==> config.mk <==
export PLATFORM = sky130hd
export DESIGN_NAME = reset_sequencer
export DESIGN_NICKNAME = d
export VERILOG_FILES = /design/src/rtl/rstseq_pkg.sv /design/src/rtl/rstseq_width.sv /design/src/rtl/rstseq_cfg.sv /design/src/rtl/rstseq_flags.sv /design/src/rtl/reset_sequencer.sv
export SDC_FILE = /design/constraint.sdc
export NUM_CORES = 1
export LEC_CHECK = 0
export ABC_AREA = 1
export CAP_MARGIN = 10
export CORE_AREA = 2 2 62 88
export CTS_BUF_LIST = sky130_fd_sc_hd__clkbuf_4
export DETAILED_ROUTE_END_ITERATION = 6
export DIE_AREA = 0 0 64 90
export GPL_TIMING_DRIVEN = 0
export PLACE_DENSITY = 0.78
export SLEW_MARGIN = 20
export SYNTH_ARGS = -nofsm -noshare
export SYNTH_HDL_FRONTEND = slang
export SYNTH_SLANG_ARGS = --single-unit
==> constraint.sdc <==
create_clock -name clk -period 2.43 [get_ports clk]
set_input_delay 0.243 -clock clk [delete_from_list [all_inputs] [get_ports clk]]
set_output_delay 0.243 -clock clk [all_outputs]
set_load 0.05 [all_outputs]
==> src/rtl/rstseq_pkg.sv <==
// Shared definitions of the reset sequencer: controller states,
// source flag positions and configuration latch operations.
package rstseq_pkg;

    // Controller states
    typedef enum logic [2:0] {
        ST_IDLE,   // waiting for a reset event
        ST_GRACE,  // synchronous: hold states cancelled, access finishing
        ST_HOLD,   // synchronous: core in reset, pin still low
        ST_SEQ,    // fixed-length internal reset sequence
        ST_ASYNC   // asynchronous pin reset active
    } seq_state_e;

    // Number of reset sources and their flag bit positions
    localparam int NSRC      = 5;
    localparam int SRC_ASYNC = 0;
    localparam int SRC_LONG  = 1;
    localparam int SRC_SHORT = 2;
    localparam int SRC_WDT   = 3;
    localparam int SRC_SW    = 4;

    // Configuration latch operations
    typedef enum logic [1:0] {
        CFG_KEEP,  // leave the latched word unchanged
        CFG_FULL,  // latch the whole word
        CFG_PART   // latch the word but keep the clock-select field
    } cfg_op_e;

endpackage

==> src/rtl/rstseq_width.sv <==
// Pulse width counter for the reset pin.
// Counts the consecutive cycles the pin is sampled low and saturates one
// step past the long-reset threshold. It reports whether the minimum width
// has been reached and whether the pulse counts as long.
// Assumes the pin level is already synchronized to clk.
module rstseq_width #(
    parameter int MIN_CLKS  = 25,
    parameter int LONG_CLKS = 522
) (
    input  logic clk,
    input  logic rst_n,
    input  logic pin_low_i,
    output logic at_min_o,
    output logic is_long_o
);
    localparam int LONG_TH = MIN_CLKS + LONG_CLKS;
    localparam int CW      = $clog2(LONG_TH + 2);
    localparam logic [CW-1:0] SAT_VAL = CW'(LONG_TH + 1);
    localparam logic [CW-1:0] MIN_VAL = CW'(MIN_CLKS);
    localparam logic [CW-1:0] TH_VAL  = CW'(LONG_TH);

    logic [CW-1:0] cnt_q;

    // Count low samples, clear on a high sample, stop at saturation
    always_ff @(posedge clk) begin
        if (!rst_n) begin
            cnt_q <= '0;
        end else if (!pin_low_i) begin
            cnt_q <= '0;
        end else if (cnt_q != SAT_VAL) begin
            cnt_q <= cnt_q + 1'b1;
        end
    end

    // Threshold decodes of the registered count
    always_comb begin
        at_min_o  = (cnt_q >= MIN_VAL);
        is_long_o = (cnt_q > TH_VAL);
    end


    width_mono_chk: assert property (@(posedge clk) disable iff (!rst_n)
        (pin_low_i && $past(pin_low_i)) |-> (cnt_q >= $past(cnt_q)));

endmodule

==> src/rtl/rstseq_cfg.sv <==
// Start-up configuration latch.
// A full latch takes the whole pin word. A partial latch keeps the
// clock-select field at the top of the word and takes the rest.
// While the power-on reset is active, the latch follows the pins.
module rstseq_cfg
    import rstseq_pkg::*;
#(
    parameter int CFG_W   = 16,
    parameter int SEL_LSB = 13
) (
    input  logic             clk,
    input  logic             rst_n,
    input  cfg_op_e          op_i,
    input  logic [CFG_W-1:0] pins_i,
    output logic [CFG_W-1:0] cfg_o
);
    logic [CFG_W-1:0] cfg_q;

    // Update the latched word according to the requested operation
    always_ff @(posedge clk) begin
        if (!rst_n) begin
            cfg_q <= pins_i;
        end else begin
            case (op_i)
                CFG_FULL: cfg_q <= pins_i;
                CFG_PART: cfg_q <= {cfg_q[CFG_W-1:SEL_LSB], pins_i[SEL_LSB-1:0]};
                default:  cfg_q <= cfg_q;
            endcase
        end
    end

    assign cfg_o = cfg_q;


    sel_keep_chk: assert property (@(posedge clk) disable iff (!rst_n)
        (op_i == CFG_PART) |=> (cfg_o[CFG_W-1:SEL_LSB] == $past(cfg_o[CFG_W-1:SEL_LSB])));

endmodule

==> src/rtl/rstseq_flags.sv <==
// Reset source flags.
// A non-zero set vector replaces the whole flag word, which keeps it
// one-hot. Otherwise, bits written with ones are cleared.
// Power-on reset records the asynchronous source.
module rstseq_flags
    import rstseq_pkg::*;
(
    input  logic            clk,
    input  logic            rst_n,
    input  logic [NSRC-1:0] set_i,
    input  logic [NSRC-1:0] clr_i,
    output logic [NSRC-1:0] flags_o
);
    logic [NSRC-1:0] flags_q;

    // Record a new source, otherwise apply the write-ones clear
    always_ff @(posedge clk) begin
        if (!rst_n) begin
            flags_q <= NSRC'(1) << SRC_ASYNC;
        end else if (|set_i) begin
            flags_q <= set_i;
        end else begin
            flags_q <= flags_q & ~clr_i;
        end
    end

    assign flags_o = flags_q;


    flags_onehot_chk: assert property (@(posedge clk) disable iff (!rst_n)
        $onehot0(flags_o));

endmodule

==> src/rtl/reset_sequencer.sv <==
// Reset source classifier and sequencer (top level).
// Handles an asynchronous or synchronous pin reset, depending on mode_i,
// and watchdog and software requests. It classifies each reset, records
// the source, latches the configuration and runs a fixed sequence.
// Assumes rstin_i is synchronized and reflects only external drivers.
module reset_sequencer
    import rstseq_pkg::*;
#(
    parameter int CFG_W      = 16,
    parameter int SEL_LSB    = 13,
    parameter int MIN_CLKS   = 25,
    parameter int LONG_CLKS  = 522,
    parameter int GRACE_CLKS = 6,
    parameter int SEQ_LEN    = 512
) (
    input  logic             clk,
    input  logic             rst_n,
    input  logic             rstin_i,
    input  logic             mode_i,
    input  logic             sw_req_i,
    input  logic             wdt_req_i,
    input  logic             bidir_en_i,
    input  logic             busy_i,
    input  logic [CFG_W-1:0] cfg_pins_i,
    input  logic [4:0]       flag_clr_i,
    output logic             core_rst_o,
    output logic             abort_o,
    output logic             hold_cancel_o,
    output logic             rst_pull_o,
    output logic [CFG_W-1:0] cfg_o,
    output logic [4:0]       flags_o
);
    localparam int TMAX = (SEQ_LEN > GRACE_CLKS) ? SEQ_LEN : GRACE_CLKS;
    localparam int TW   = $clog2(TMAX + 1);
    localparam logic [TW-1:0] SEQ_LAST   = TW'(SEQ_LEN - 1);
    localparam logic [TW-1:0] GRACE_LAST = TW'(GRACE_CLKS - 1);

    seq_state_e      state_q, state_d;
    logic [TW-1:0]   tmr_q, tmr_d;
    logic            soft_q, soft_d;
    logic [NSRC-1:0] set_vec;
    cfg_op_e         cfg_op;
    logic            async_now;
    logic            at_min, is_long;

    // Asynchronous condition, decoded straight from the pins
    assign async_now = !mode_i && !rstin_i;

    rstseq_width #(
        .MIN_CLKS (MIN_CLKS),
        .LONG_CLKS(LONG_CLKS)
    ) u_width (
        .clk      (clk),
        .rst_n    (rst_n),
        .pin_low_i(!rstin_i),
        .at_min_o (at_min),
        .is_long_o(is_long)
    );

    rstseq_cfg #(
        .CFG_W  (CFG_W),
        .SEL_LSB(SEL_LSB)
    ) u_cfg (
        .clk   (clk),
        .rst_n (rst_n),
        .op_i  (cfg_op),
        .pins_i(cfg_pins_i),
        .cfg_o (cfg_o)
    );

    rstseq_flags u_flags (
        .clk    (clk),
        .rst_n  (rst_n),
        .set_i  (set_vec),
        .clr_i  (flag_clr_i),
        .flags_o(flags_o)
    );

    // Next-state, source classification and latch control
    always_comb begin
        state_d = state_q;
        tmr_d   = tmr_q;
        soft_d  = soft_q;
        set_vec = '0;
        cfg_op  = CFG_KEEP;
        if (async_now) begin
            state_d = ST_ASYNC;
            tmr_d   = '0;
            soft_d  = 1'b0;
            set_vec[SRC_ASYNC] = 1'b1;
            cfg_op  = CFG_FULL;
        end else begin
            case (state_q)
                ST_IDLE: begin
                    if (!rstin_i && mode_i && at_min) begin
                        state_d = ST_GRACE;
                        tmr_d   = '0;
                    end else if (wdt_req_i || sw_req_i) begin
                        state_d = ST_SEQ;
                        tmr_d   = '0;
                        soft_d  = 1'b1;
                        if (wdt_req_i) set_vec[SRC_WDT] = 1'b1;
                        else           set_vec[SRC_SW]  = 1'b1;
                    end
                end
                ST_GRACE, ST_HOLD: begin
                    if (rstin_i) begin
                        state_d = ST_SEQ;
                        tmr_d   = '0;
                        soft_d  = 1'b0;
                        if (is_long) begin
                            set_vec[SRC_LONG] = 1'b1;
                            cfg_op = CFG_FULL;
                        end else begin
                            set_vec[SRC_SHORT] = 1'b1;
                            cfg_op = CFG_PART;
                        end
                    end else if (state_q == ST_GRACE) begin
                        if (!busy_i || tmr_q == GRACE_LAST) begin
                            state_d = ST_HOLD;
                        end else begin
                            tmr_d = tmr_q + 1'b1;
                        end
                    end
                end
                ST_SEQ: begin
                    if (tmr_q == SEQ_LAST) begin
                        state_d = ST_IDLE;
                        tmr_d   = '0;
                    end else begin
                        tmr_d = tmr_q + 1'b1;
                    end
                end
                ST_ASYNC: begin
                    state_d = ST_SEQ;
                    tmr_d   = '0;
                    soft_d  = 1'b0;
                end
                default: state_d = ST_IDLE;
            endcase
        end
    end

    // State, timer and source-kind registers; power-on starts a sequence
    always_ff @(posedge clk) begin
        if (!rst_n) begin
            state_q <= ST_SEQ;
            tmr_q   <= '0;
            soft_q  <= 1'b0;
        end else begin
            state_q <= state_d;
            tmr_q   <= tmr_d;
            soft_q  <= soft_d;
        end
    end

    // Output decodes: reset, abort, hold cancel and pin pull-down
    always_comb begin
        core_rst_o    = async_now || (state_q == ST_HOLD) ||
                        (state_q == ST_SEQ) || (state_q == ST_ASYNC);
        abort_o       = async_now;
        hold_cancel_o = async_now || (state_q == ST_GRACE);
        rst_pull_o    = bidir_en_i && (state_q == ST_SEQ) && (mode_i || !soft_q);
    end


    async_holds_chk: assert property (@(posedge clk) disable iff (!rst_n)
        (!mode_i && !rstin_i) |=> core_rst_o);


    grace_exit_chk: assert property (@(posedge clk) disable iff (!rst_n)
        (hold_cancel_o && !busy_i && mode_i && !rstin_i) |=> core_rst_o);


    seq_len_chk: assert property (@(posedge clk) disable iff (!rst_n)
        (state_q == ST_SEQ && tmr_q != SEQ_LAST) |=> core_rst_o);


    pull_scope_chk: assert property (@(posedge clk) disable iff (!rst_n)
        rst_pull_o |-> (bidir_en_i && core_rst_o && !abort_o));

endmodule

==> run metrics <==
WL final=5595 um; syn avg cell area=7.629 um2; family with the most delay on the worst path=buffers and inverters; final std cells w/o fill=446; Post CTS Setup Buffer Count=0; placed cell count=438; RSZ-0062 raised after global routing=no; register area share after synthesis=43.60%; maxcap violations=0; crit-path cells=inv_1 > nand2_1 > nor2_1 > a21oi_1 > nand2_1 > clkdlybuf4s50_1; DIE WIDTH=64 um; clock skew=16.68 ps; Min Clock Period, post-route=2305 ps; setup violators final=0; GRT Overall Usage=20.77%; FF+latch count, synth=45; clock slew at reported path FFs=140 ps; # DRC=0; Finished Core Util=61.99%; Starting Density=48.64%; vias in the first global route=2137; Fmax=433.8 MHz; # rows=31; Sw Ratio=40.40%; CTS buffer count=5; asr flop ratio synth=0%; Ports=54; power share of the clock group=18.0%; RePlAce Congestion=0.9230; Worst-Skew Late Latency=370 ps; largest net degree at the start of global routing=16; CTS max path bufs=2; Critical Path RT=2190 ps; CTS tree=done; Sink Count=45; die height=90 um; Net Sw Power=824.0 uW; Area growth, synth to finish=27.45%; share of cells above drive strength 1=10.00%; worst hold slack=418.3 ps; ANT cells=0; Design Power=2.040 mW; global route overflow=0; Synth Flop Type=dfxtp_1; port bufs=53; Setup TNS=0 ps; Leak=1.254 nW; Slew Viols, Final=0; CTS H-tree depth=2; Warnings, synthesis=0; Detailed Place HPWL=4317 um; worst slew pin tran=543.6 ps; VDD IR max=0.4404 mV; via count of the routed design=2282; Crit Path Max Fanout=5; CP Class=reg2out; CP Buf/Inv Count=2; outcome=finished, final reports clean; post-route clock period utilization=94.87%; Most common cell on crit path=nand2_1; worst hold path class=in2reg; Synth Instances=319; Final ANT Viol Nets=0; slowest stage cell, crit path=clkdlybuf4s50_1; Syn Nets=354; pwr dens=657.6 nW/um2; endpoints failing hold=0; CP Capture Type=output pin; Core ar.=5004 um2; first-pass GRT wire length=9666 um; number of enable flip-flop cells after synthesis=16; vias per std cell=5.117; slowest stage delay, CP=800 ps; Synth cell types=35; Layout Nets=414; startpoint class of the critical path=register; Arrival @ worst endpoint=2060 ps; die area=5760 um2; initial antenna violation count=0; cell area after synthesis=2434 um2; slew margin rel.=63.67%; number of detailed-route iterations in the first pass=4; combinational power share=38.2%; Seq pwr share=43.8%; root buffer selected by CTS=clkbuf_4; Pint=1.216 mW; Detailed Route Iter0 Violations=176; drt wl/cell=12.54 um
==> power groups by stage <==
stage	Sequential, mW	Combinational (mW)	Clock, mW
floorplan	1.03	0.416	0
global placement	0.906	0.775	0
detailed placement	0.910	0.780	0
CTS	0.893	0.780	0.381
global route	0.902	0.857	0.400
finish	0.892	0.779	0.368
==> state kept, by name, indices dropped and copies added (netlist names) <==
| signal | flops |
|---|---|
| u_flags.flags_o | 5 |
| soft_q | 1 |
| tmr_q | 10 |
| u_cfg.cfg_o | 16 |
| u_width.cnt_q | 10 |
| state_q | 3 |
==> routing by layer <==
metal	global-route usage, %	part of all wire, %	vias to the layer above	wire [um]
met5	0	0	-	0
met1	24.58	41	1030	2284
met3	3.129	4.6	9	256
met4	6.703	1.7	0	93
met2	37.50	53	58	2960
li1	-	-	1185	-
==> metrics by stage <==
stage / area [um2] / worst slack (ps)
5_1_grt: 3102 / 9.184
2_1_floorplan: 2434 / 533.4
6_report: 3102 / 124.7
3_3_place_gp: 3047 / 256.3
4_1_cts: 3105 / 104.8
3_5_place_dp: 3047 / 253.2
==> cells by family (layout without fill, tap and decap cells) <==
group | Yosys count | after routing | share of synthesized area (%)
simple gates | 181 | 181 | 36.04
xor+xnor | 4 | 4 | 1.440
compound gates | 39 | 39 | 8.792
buf+inv | 44 | 105 | 7.043
flops | 45 | 45 | 43.60
fa+ha+maj | 6 | 6 | 3.085
==> area by class of cell <==
type / instances / area (um2)
Buffer: 5 / 25.02
Clock buffer: 5 / 37.54
Clock inverter: 3 / 22.52
Fill cell: 460 / 1902
Inverter: 39 / 146.4
Multi-Input combinational cell: 230 / 1201
Sequential cell: 45 / 1061
Tap cell: 66 / 82.58
Timing Repair Buffer: 53 / 525.5
==> cell usage after synthesis (2+ instances only) <==
| cell type | n | area share, % |
|---|---|---|
| nand4_1 | 15 | 3.9 |
| nand2_2 | 5 | 1.3 |
| o21ai_0 | 7 | 1.4 |
| edfxtp_1 | 16 | 20 |
| xnor2_1 | 2 | 0.72 |
| dfxtp_1 | 29 | 24 |
| nor2_4 | 2 | 0.93 |
| nor2_1 | 26 | 4.0 |
| nor3_1 | 9 | 1.9 |
| nand2_1 | 76 | 12 |
| xor2_1 | 2 | 0.72 |
| nand3_2 | 3 | 1.2 |
| a21oi_1 | 27 | 5.6 |
| ha_1 | 6 | 3.1 |
| nand3_1 | 34 | 7.0 |
| inv_1 | 33 | 5.1 |
| nor2_2 | 3 | 0.77 |
| nand2_4 | 3 | 1.4 |
| inv_2 | 5 | 0.77 |
==> what timing repair did <==
action	4_1_cts	5_1_grt
pin swaps	0	0
setup endpoints to repair	1	1
hold buffers	0	0
gates resized for setup	1	2
==> cell usage in the layout, fill, tap and decap left out, types with 3 or more instances in the layout <==
master,n
a21oi_1,27
clkbuf_4,5
clkdlybuf4s50_1,52
dfxtp_1,29
edfxtp_1,16
ha_1,6
inv_1,33
inv_2,5
nand2_1,76
nand2_2,5
nand2_4,3
nand3_1,34
nand3_2,3
nand4_1,15
nor2_1,26
nor2_2,3
nor3_1,9
o21ai_0,7
==> path summary, 6_finish.rpt <==
path	depth (start not counted)	to	start	slack, ps
worst max register to register	8	state_q[1]	tmr_q[0]	700
worst min-delay path	1	u_cfg.cfg_o[12]	cfg_pins_i[12]	420
worst min register to register	2	u_flags.flags_o[0]	u_flags.flags_o[0]	480
worst max-delay path	6	core_rst_o	state_q[1]	120
(Power assumes the default switching activity.)
